[config.mk]
export PLATFORM = sky130hd
export DESIGN_NAME = dial_lock
export DESIGN_NICKNAME = d
export VERILOG_FILES = /design/src/rtl/dial_lock.sv
export SDC_FILE = /design/constraint.sdc
export NUM_CORES = 1
export LEC_CHECK = 0
export CORE_MARGIN = 3
export CORE_UTILIZATION = 65
export DETAILED_ROUTE_END_ITERATION = 12
export GPL_ROUTABILITY_DRIVEN = 0
export GPL_TIMING_DRIVEN = 0
export PLACE_DENSITY_LB_ADDON = 0.08
export SKIP_LAST_GASP = 1
export SYNTH_ARGS = -nofsm -noshare
export SYNTH_HDL_FRONTEND = slang
export SYNTH_SLANG_ARGS = --single-unit
export TNS_END_PERCENT = 50
[constraint.sdc]
create_clock -name clk -period 14.9 [get_ports clk]
set_input_delay 4.47 -clock clk [delete_from_list [all_inputs] [get_ports clk]]
set_output_delay 4.47 -clock clk [all_outputs]
set_load 0.03 [all_outputs]
[src/rtl/dial_lock.sv]
module dial_lock #(
  parameter int N       = 40,
  parameter int PW      = 6,
  parameter int CODE_X  = 12,
  parameter int CODE_Y  = 30,
  parameter int CODE_Z  = 5,
  parameter int CROSS_X = 3,
  parameter int CROSS_Y = 2,
  parameter int CROSS_Z = 1,
  parameter int HOLD    = 4,
  localparam int CW     = $clog2(CROSS_X + 1),
  localparam int HW     = $clog2(HOLD + 1)
) (
  input  logic          clk,
  input  logic          rst,
  input  logic          pos_valid,
  input  logic [PW-1:0] pos,
  input  logic          relock,
  output logic          unlocked,
  output logic [1:0]    dbg_step,
  output logic [CW-1:0] dbg_passes,
  output logic          dbg_right
);

  logic [1:0]    step;
  logic [PW-1:0] prev;
  logic          have;
  logic [CW-1:0] cnt;
  logic [HW-1:0] hold;
  logic          right;

  int   tgt, need, d, span, td;
  logic want_r, mv_r, crossed;
  logic moved, take, stop;

  function automatic int fdist(int a, int b);
    return (a >= b) ? a - b : a + N - b;
  endfunction

  always_comb begin
    case (step)
      2'd0:    begin tgt = CODE_X; need = CROSS_X; end
      2'd1:    begin tgt = CODE_Y; need = CROSS_Y; end
      default: begin tgt = CODE_Z; need = CROSS_Z; end
    endcase
    want_r  = step != 2'd1;
    d       = fdist(int'(pos), int'(prev));
    mv_r    = d < N / 2;
    span    = mv_r ? d : N - d;
    td      = mv_r ? fdist(tgt, int'(prev)) : fdist(int'(prev), tgt);
    crossed = (td >= 1) && (td <= span);
  end

  assign moved = pos != prev;
  assign take  = pos_valid && (int'(pos) < N) && (step != 2'd3);
  assign stop  = have && !moved && (hold == HW'(HOLD - 1));

  always_ff @(posedge clk) begin
    if (rst || relock) begin
      step  <= 2'd0;
      prev  <= '0;
      have  <= 1'b0;
      cnt   <= '0;
      hold  <= '0;
      right <= 1'b0;
    end else if (take) begin
      prev <= pos;
      have <= 1'b1;
      if (!have) begin
        hold <= '0;
      end else if (moved) begin
        hold  <= '0;
        right <= mv_r;
        if (mv_r != want_r) begin
          step <= 2'd0;
          cnt  <= '0;
        end else if (crossed && cnt != CW'(CROSS_X)) begin
          cnt <= cnt + 1'b1;
        end
      end else if (hold != HW'(HOLD)) begin
        hold <= hold + 1'b1;
        if (stop) begin
          cnt  <= '0;
          step <= (int'(pos) == tgt && int'(cnt) >= need) ? step + 2'd1 : 2'd0;
        end
      end
    end
  end

  assign unlocked   = step == 2'd3;
  assign dbg_step   = step;
  assign dbg_passes = cnt;
  assign dbg_right  = right;

endmodule

== After elaboration in Yosys (flattened, before gate mapping) ==
Cells that the tools add are included.

* Register bits: 15
* Bits in latches: 0
* Memory bits (writable): 0
* ROM bits: 0
* Input port bits: 10
* Output and inout port bits: 6
* Logic and storage cells: 76
* Memories kept: 0

* Add/subtract/negate cells: 13
* $mul: 0
* Divide/modulo/power cells: 0
* Magnitude comparators: 8
* Eq/ne operators: 13
* Shifts and indexed selects: 0
* Mux-type cells: 20
* Bitwise logic cells: 0
* Reduce and logical (&&, ||, !) cells: 16

{| class="wikitable"
|+ Operators with widths
! cell !! count
|-
| $mux 32 || 5
|-
| $sub 32x7->32 || 2
|-
| $add 32x7->32 const B || 1
|-
| $eq 7x32->1 || 1
|-
| $ge 3x32->1 || 1
|-
| $ge 32x2->1 const B || 1
|-
| $ge 32x7->1 || 1
|-
| $ge 7x32->1 || 1
|-
| $le 32x32->1 || 1
|-
| $lt 32x6->1 const B || 1
|-
| $sub 7x32->32 || 1
|-
| $sub 7x32->32 const A || 1
|-
| $sub 8x32->32 || 1
|-
| $mux 2 || 10
|-
| $add 6x6->7 const B || 2
|-
| $pmux 5 s2 || 1
|-
| $reduce_and 5->1 || 2
|-
| $mux 3 || 3
|-
| $sub 7x6->8 || 1
|-
| $logic_and 1x1->1 || 7
|-
| $sub 6x6->7 || 1
|-
| $ge 6x6->1 || 1
|-
| $lt 6x6->1 const B || 1
|-
| $ne 3x1->1 const B || 2
|-
| other kinds (17) || 21
|}

== Logic depth before layout (Yosys ltp) ==
* Depth in word-level cells: 12
* Gate-level depth with buffers: 26
* Depth with buffers taken out: 25

== Worst setup path after synthesis ==
Ideal clock, no wire load.

* Path type: input -> register
* Start point: input pos[1]
* End point: register cnt[0], in the netlist dbg_passes[0]
* Setup time: 0.072 ns
* Arrival time: 8.888 ns
* Data required time: 14.828 ns
* Setup slack: 5.940 ns
* Stages: 25
* Path buffers: 1
* Cell sequence: ha_1 fa_1 and2_1 o21ba_1 nor3_4 buf_6 nor2_1 a21oi_1 and3_1 o21a_1 o21a_1 nand2_1 ha_1 nor2_1 nor2_1 ha_1 a211oi_1 o21bai_1 a21oi_1 o211ai_1 o22ai_1 mux2i_1 nor2_1 a2111oi_4 mux2i_1

* Word-level cells in the longest chain between the ends: 10
* Elaborated cells between the ends (all ways): 27
* Those cells by class: add/sub (4); order compare (5); eq/ne (3); mux (5); reduce/logical (10)

{| class="wikitable"
|+ RTL lines
! element !! RTL line !! source
|-
| start, declared || 17 || <nowiki>input logic [PW-1:0] pos,</nowiki>
|-
| $add 6x6->7 || 37 || <nowiki>return (a >= b) ? a - b : a + N - b;</nowiki>
|-
| $sub 7x6->8 || 37 ||
|-
| $mux 32 || 37 ||
|-
| $sub 7x32->32 or $lt 32x6->1 (tied branches) || 49, 48 ||
|-
| $mux 32 (on tied branches) || 49, 50 ||
|-
| $le 32x32->1 or $ge 32x2->1 (tied branches) || 51 || <nowiki>crossed = (td >= 1) && (td <= span);</nowiki>
|-
| $logic_and 1x1->1 || 51 ||
|-
| $logic_and 1x1->1 || 77 || <nowiki>end else if (crossed && cnt != CW'(CROSS_X)) begin</nowiki>
|-
| $ne 3x1->1 (no line) || n/a ||
|-
| $reduce_and 5->1 (no line) || n/a ||
|-
| end signal, assigned || 78 || <nowiki>cnt <= cnt + 1'b1;</nowiki>
|-
| end, declared || 28 || <nowiki>logic [CW-1:0] cnt;</nowiki>
|}

Parallel ways exist; a longest one is shown, timed or not.
A chain may end at the register's enable or synchronous reset.

== Worst setup path in the final report ==
* Start point: input pos[1]
* End point: register cnt[1], in the netlist dbg_passes[1]

Same word-level chain as after synthesis.

==> results by group <==
Run status
  – Status: complete, no violations

Clocking
  – Num CTS Buffers: 3
  – Clock Path Buffers: 2
  – CTS Hold Bufs: 0
  – Post-CTS resize count: 0
  – CTS tree: built
  – H-tree levels: 1
  – Worst-skew pair later-pin latency: ~0.25 ns
  – Clock sinks: 15
  – Root Driver: clkbuf_8
  – CTS clk-pin slew, worst paths: about 0.060 ns
  – Setup Fix Bufs, Post-CTS: 0

Synth
  – Synth async-reset ratio: 0%
  – Prevailing post-synth register cell: dfxtp_1
  – Cell variety after synth: between 60 and 70
  – Synth top area cells: ha_1 (27%), dfxtp_1 (7.6%), nor2_1 (5.9%)
  – Avg Cell Area, Syn: roughly 7.5 µm²
  – Number of flops mapped to enable cells by yosys: 0
  – Area share of the largest cell type after synthesis: between 20 and 30%
  – Cell taking the most area after synthesis: ha_1
  – Commonest cells post-synth: ha_1 (86), nor2_1 (62), nand2_1 (51)
  – Mapped Nets: between 600 and 700
  – Synthesized area: 3950 µm²
  – Synthesized netlist cell count: approximately 530
  – Post-synthesis sequential area ratio: 7.60%
  – #FFs+latches synth: 15
  – Count leader, synth: ha_1
  – Yosys warns: 0

Drt
  – Vias: between 3000 and 4000
  – Via density: 6.36
  – Antenna-violating nets left: 0
  – Final WL: slightly above 10000 µm
  – Drt drc: 0
  – First-iteration detailed-routing DRC count: roughly 270
  – Router iterations before antenna repair: 5
  – WL/cell: 16.7 µm

Worst setup path
  – CP Cell Sequence: clkdlybuf4s50_1 -> ha_1 -> ha_1 -> fa_1 -> xnor2_1 -> nand2b_1 -> a211o_1 -> a2bb2oi_1 -> o2bb2ai_2 -> buf_6 -> nand2_1 -> clkbuf_1 -> nand3_1 -> o31ai_1 -> ha_1 -> nand4_1 -> nor2_1 -> a32oi_1 -> o211ai_1 -> o22ai_1 -> mux2i_1 -> nor2_1 -> a2111oi_4 -> mux2i_1
  – Arr. time, crit path: around 10 ns
  – Crit-path most repeated cell: ha_1
  – Element type at the critical path start: input pin
  – Crit end category: flop
  – Class of the most critical setup path: in2reg
  – Worst EP required: approximately 15 ns
  – Max stage delay on crit path: 0.53 ns
  – CP max FO: 10
  – Critical-path cell with the highest stage delay: clkdlybuf4s50_1

Timing
  – Fmax: ~100 MHz
  – Setup TNS: 0 ns
  – Worst-Margin Slew: ~0.85 ns
  – Hold Slack: between 0.5 and 0.6 ns
  – Worst setup margin: just under 5 ns
  – Final Hold Vio Count: 0
  – Period Utilization, post-route: approximately two thirds
  – Tmin final: around 10 ns
  – # setup viols final: 0
  – RSZ-0062 raised after global routing: false
  – Final worst clock skew: ~0.0015 ns
  – Max-slew violations: 0
  – Slew margin rel.: roughly two fifths

Layout
  – Fin area: roughly 4200 µm²
  – Layout cells sized above 1: 4.95%
  – Fill cells: approximately 450
  – Final Net Count: around 650
  – Diodes inserted: 0
  – Layout area overhead: 7.22%
  – Final Util: between 70% and 80%

Global routing
  – Met2 GRT Util: about 51%
  – Gr busiest metal: met2
  – Met3 usage: under 10%
  – Largest net degree at the start of global routing: 18
  – Number of global-route vias before repair: between 3000 and 4000
  – Met1 usage in global routing: between 30% and 40%
  – GRT overflow: 0
  – Total GRT Usage: 29.5%
  – First-pass GRT wire length: ~18000 µm
  – Initial antenna violation count: 0

Placement
  – DP Wirelength: about 8500 µm
  – Post-placement cell area: between 4000 and 5000 µm²
  – Pre-CTS setup slack: around 4.7 ns
  – Port-buffer cells: 15

Die
  – Core area: around 5700 µm²
  – Initial Utilization: between 60% and 70%
  – Die extent in x: approximately 84 µm
  – Die height: between 80 and 90 µm
  – Number of I/O pins: 16
  – Die area: ~7000 µm²
  – Row count: 27

Pwr
  – Max IR drop VDD: 0.0000735 V
  – Leak: about 1.9 nW
  – Pwr/cell area: between 60 and 70 nW/µm²

Run
  – # Max-Cap Violations: 0

Min path
  – Hold WC Path Type: reg2reg
-- layout by cell type (no fill, tap or decap), types with 4 or more instances in the layout --
cell type        synthesis  routed
ha_1                    86      86
xor2_1                   4       4
nand4_1                 11      11
fa_1                    10      10
clkbuf_1                10      11
nor2b_1                  6       6
xnor2_1                 17      17
mux2i_1                  8       8
nand3b_1                 4       4
nor2_1                  62      62
a21o_1                   7       7
nor3_1                   8       8
and2_1                   5       5
o31ai_1                  6       6
a211oi_1                 5       5
clkdlybuf4s50_1          0      15
nand2b_1                 8       8
a21oi_1                 45      45
nand2_1                 51      51
dfxtp_1                 15      15
nand3_1                 16      16
o21a_1                   4       4
o21ai_0                 22      22
or3_1                    5       5
inv_1                   45      45
a31oi_1                  7       7
-- sequential cells by signal (all words and copies together) (netlist names) --
name,count
dbg_passes,2
dbg_right,1
have,1
prev,6
hold,3
dbg_step,2
-- worst paths after layout --
kind | from | end | slack, ns | cells after the start
worst max-delay path | pos[1] | dbg_passes[1] | 4.92 | 24
worst min-delay path | dbg_right | dbg_right | 0.51 | 2
worst max register to register | prev[2] | dbg_passes[1] | 8.60 | 24
worst min register to register | dbg_right | dbg_right | 0.51 | 2
-- metrics by stage --
step / cells / power (W)
CTS: 617 / 0.000277
finish: 617 / 0.000281
global placement: 613 / 0.000235
floorplan: 526 / 0.000198
global route: 617 / 0.000309
detailed placement: 613 / 0.000243
-- power breakdown --
part	internal, W	switching (W)	total (W)
Sequential	0.0000407	0.00000107	0.0000418
Combinational	0.0000840	0.000121	0.000205
Clock	0.0000190	0.0000145	0.0000335
-- area by class of cell --
class                      count  area [µm²]  area share, %
tap                           72        90.1           2.13
multi-input combinational    451        3400           80.3
timing repair buffer          15         150           3.55
buffer                        14        75.1           1.77
sequential                    15         300           7.09
clock buffer                   4        45.0           1.06
inverter                      46         173           4.08
-- worst max-delay path, delay by kind of cell --
family	cells	cell delay, ns
and+or+nand+nor	6	0.71
AOI/OAI and AO/OA	8	1.77
xor gates and xnor gates	1	0.26
adders and majority gates	4	1.44
buffers and inverters	3	1.06
muxes	2	0.43
-- cell families (layout without fill, tap and decap cells) --
kind of cell    count (synthesis)  after routing  share of synthesized area (%)
mux                             9              9                           2.38
flops                          15             15                           7.60
buf+inv                        60             79                           6.27
compound gates                132            132                           22.9
fa+ha+maj                      96             96                           32.3
xor+xnor                       21             21                           4.66
simple gates                  193            193                           23.9
-- metal layers --
layer  share of wire (%)  up-vias
met4                 1.9        0
met5                   0        -
met1                  43     1816
met3                 6.6       23
li1                    -     1902
met2                  48      181
Note: power is estimated with default switching activity, not from simulation.
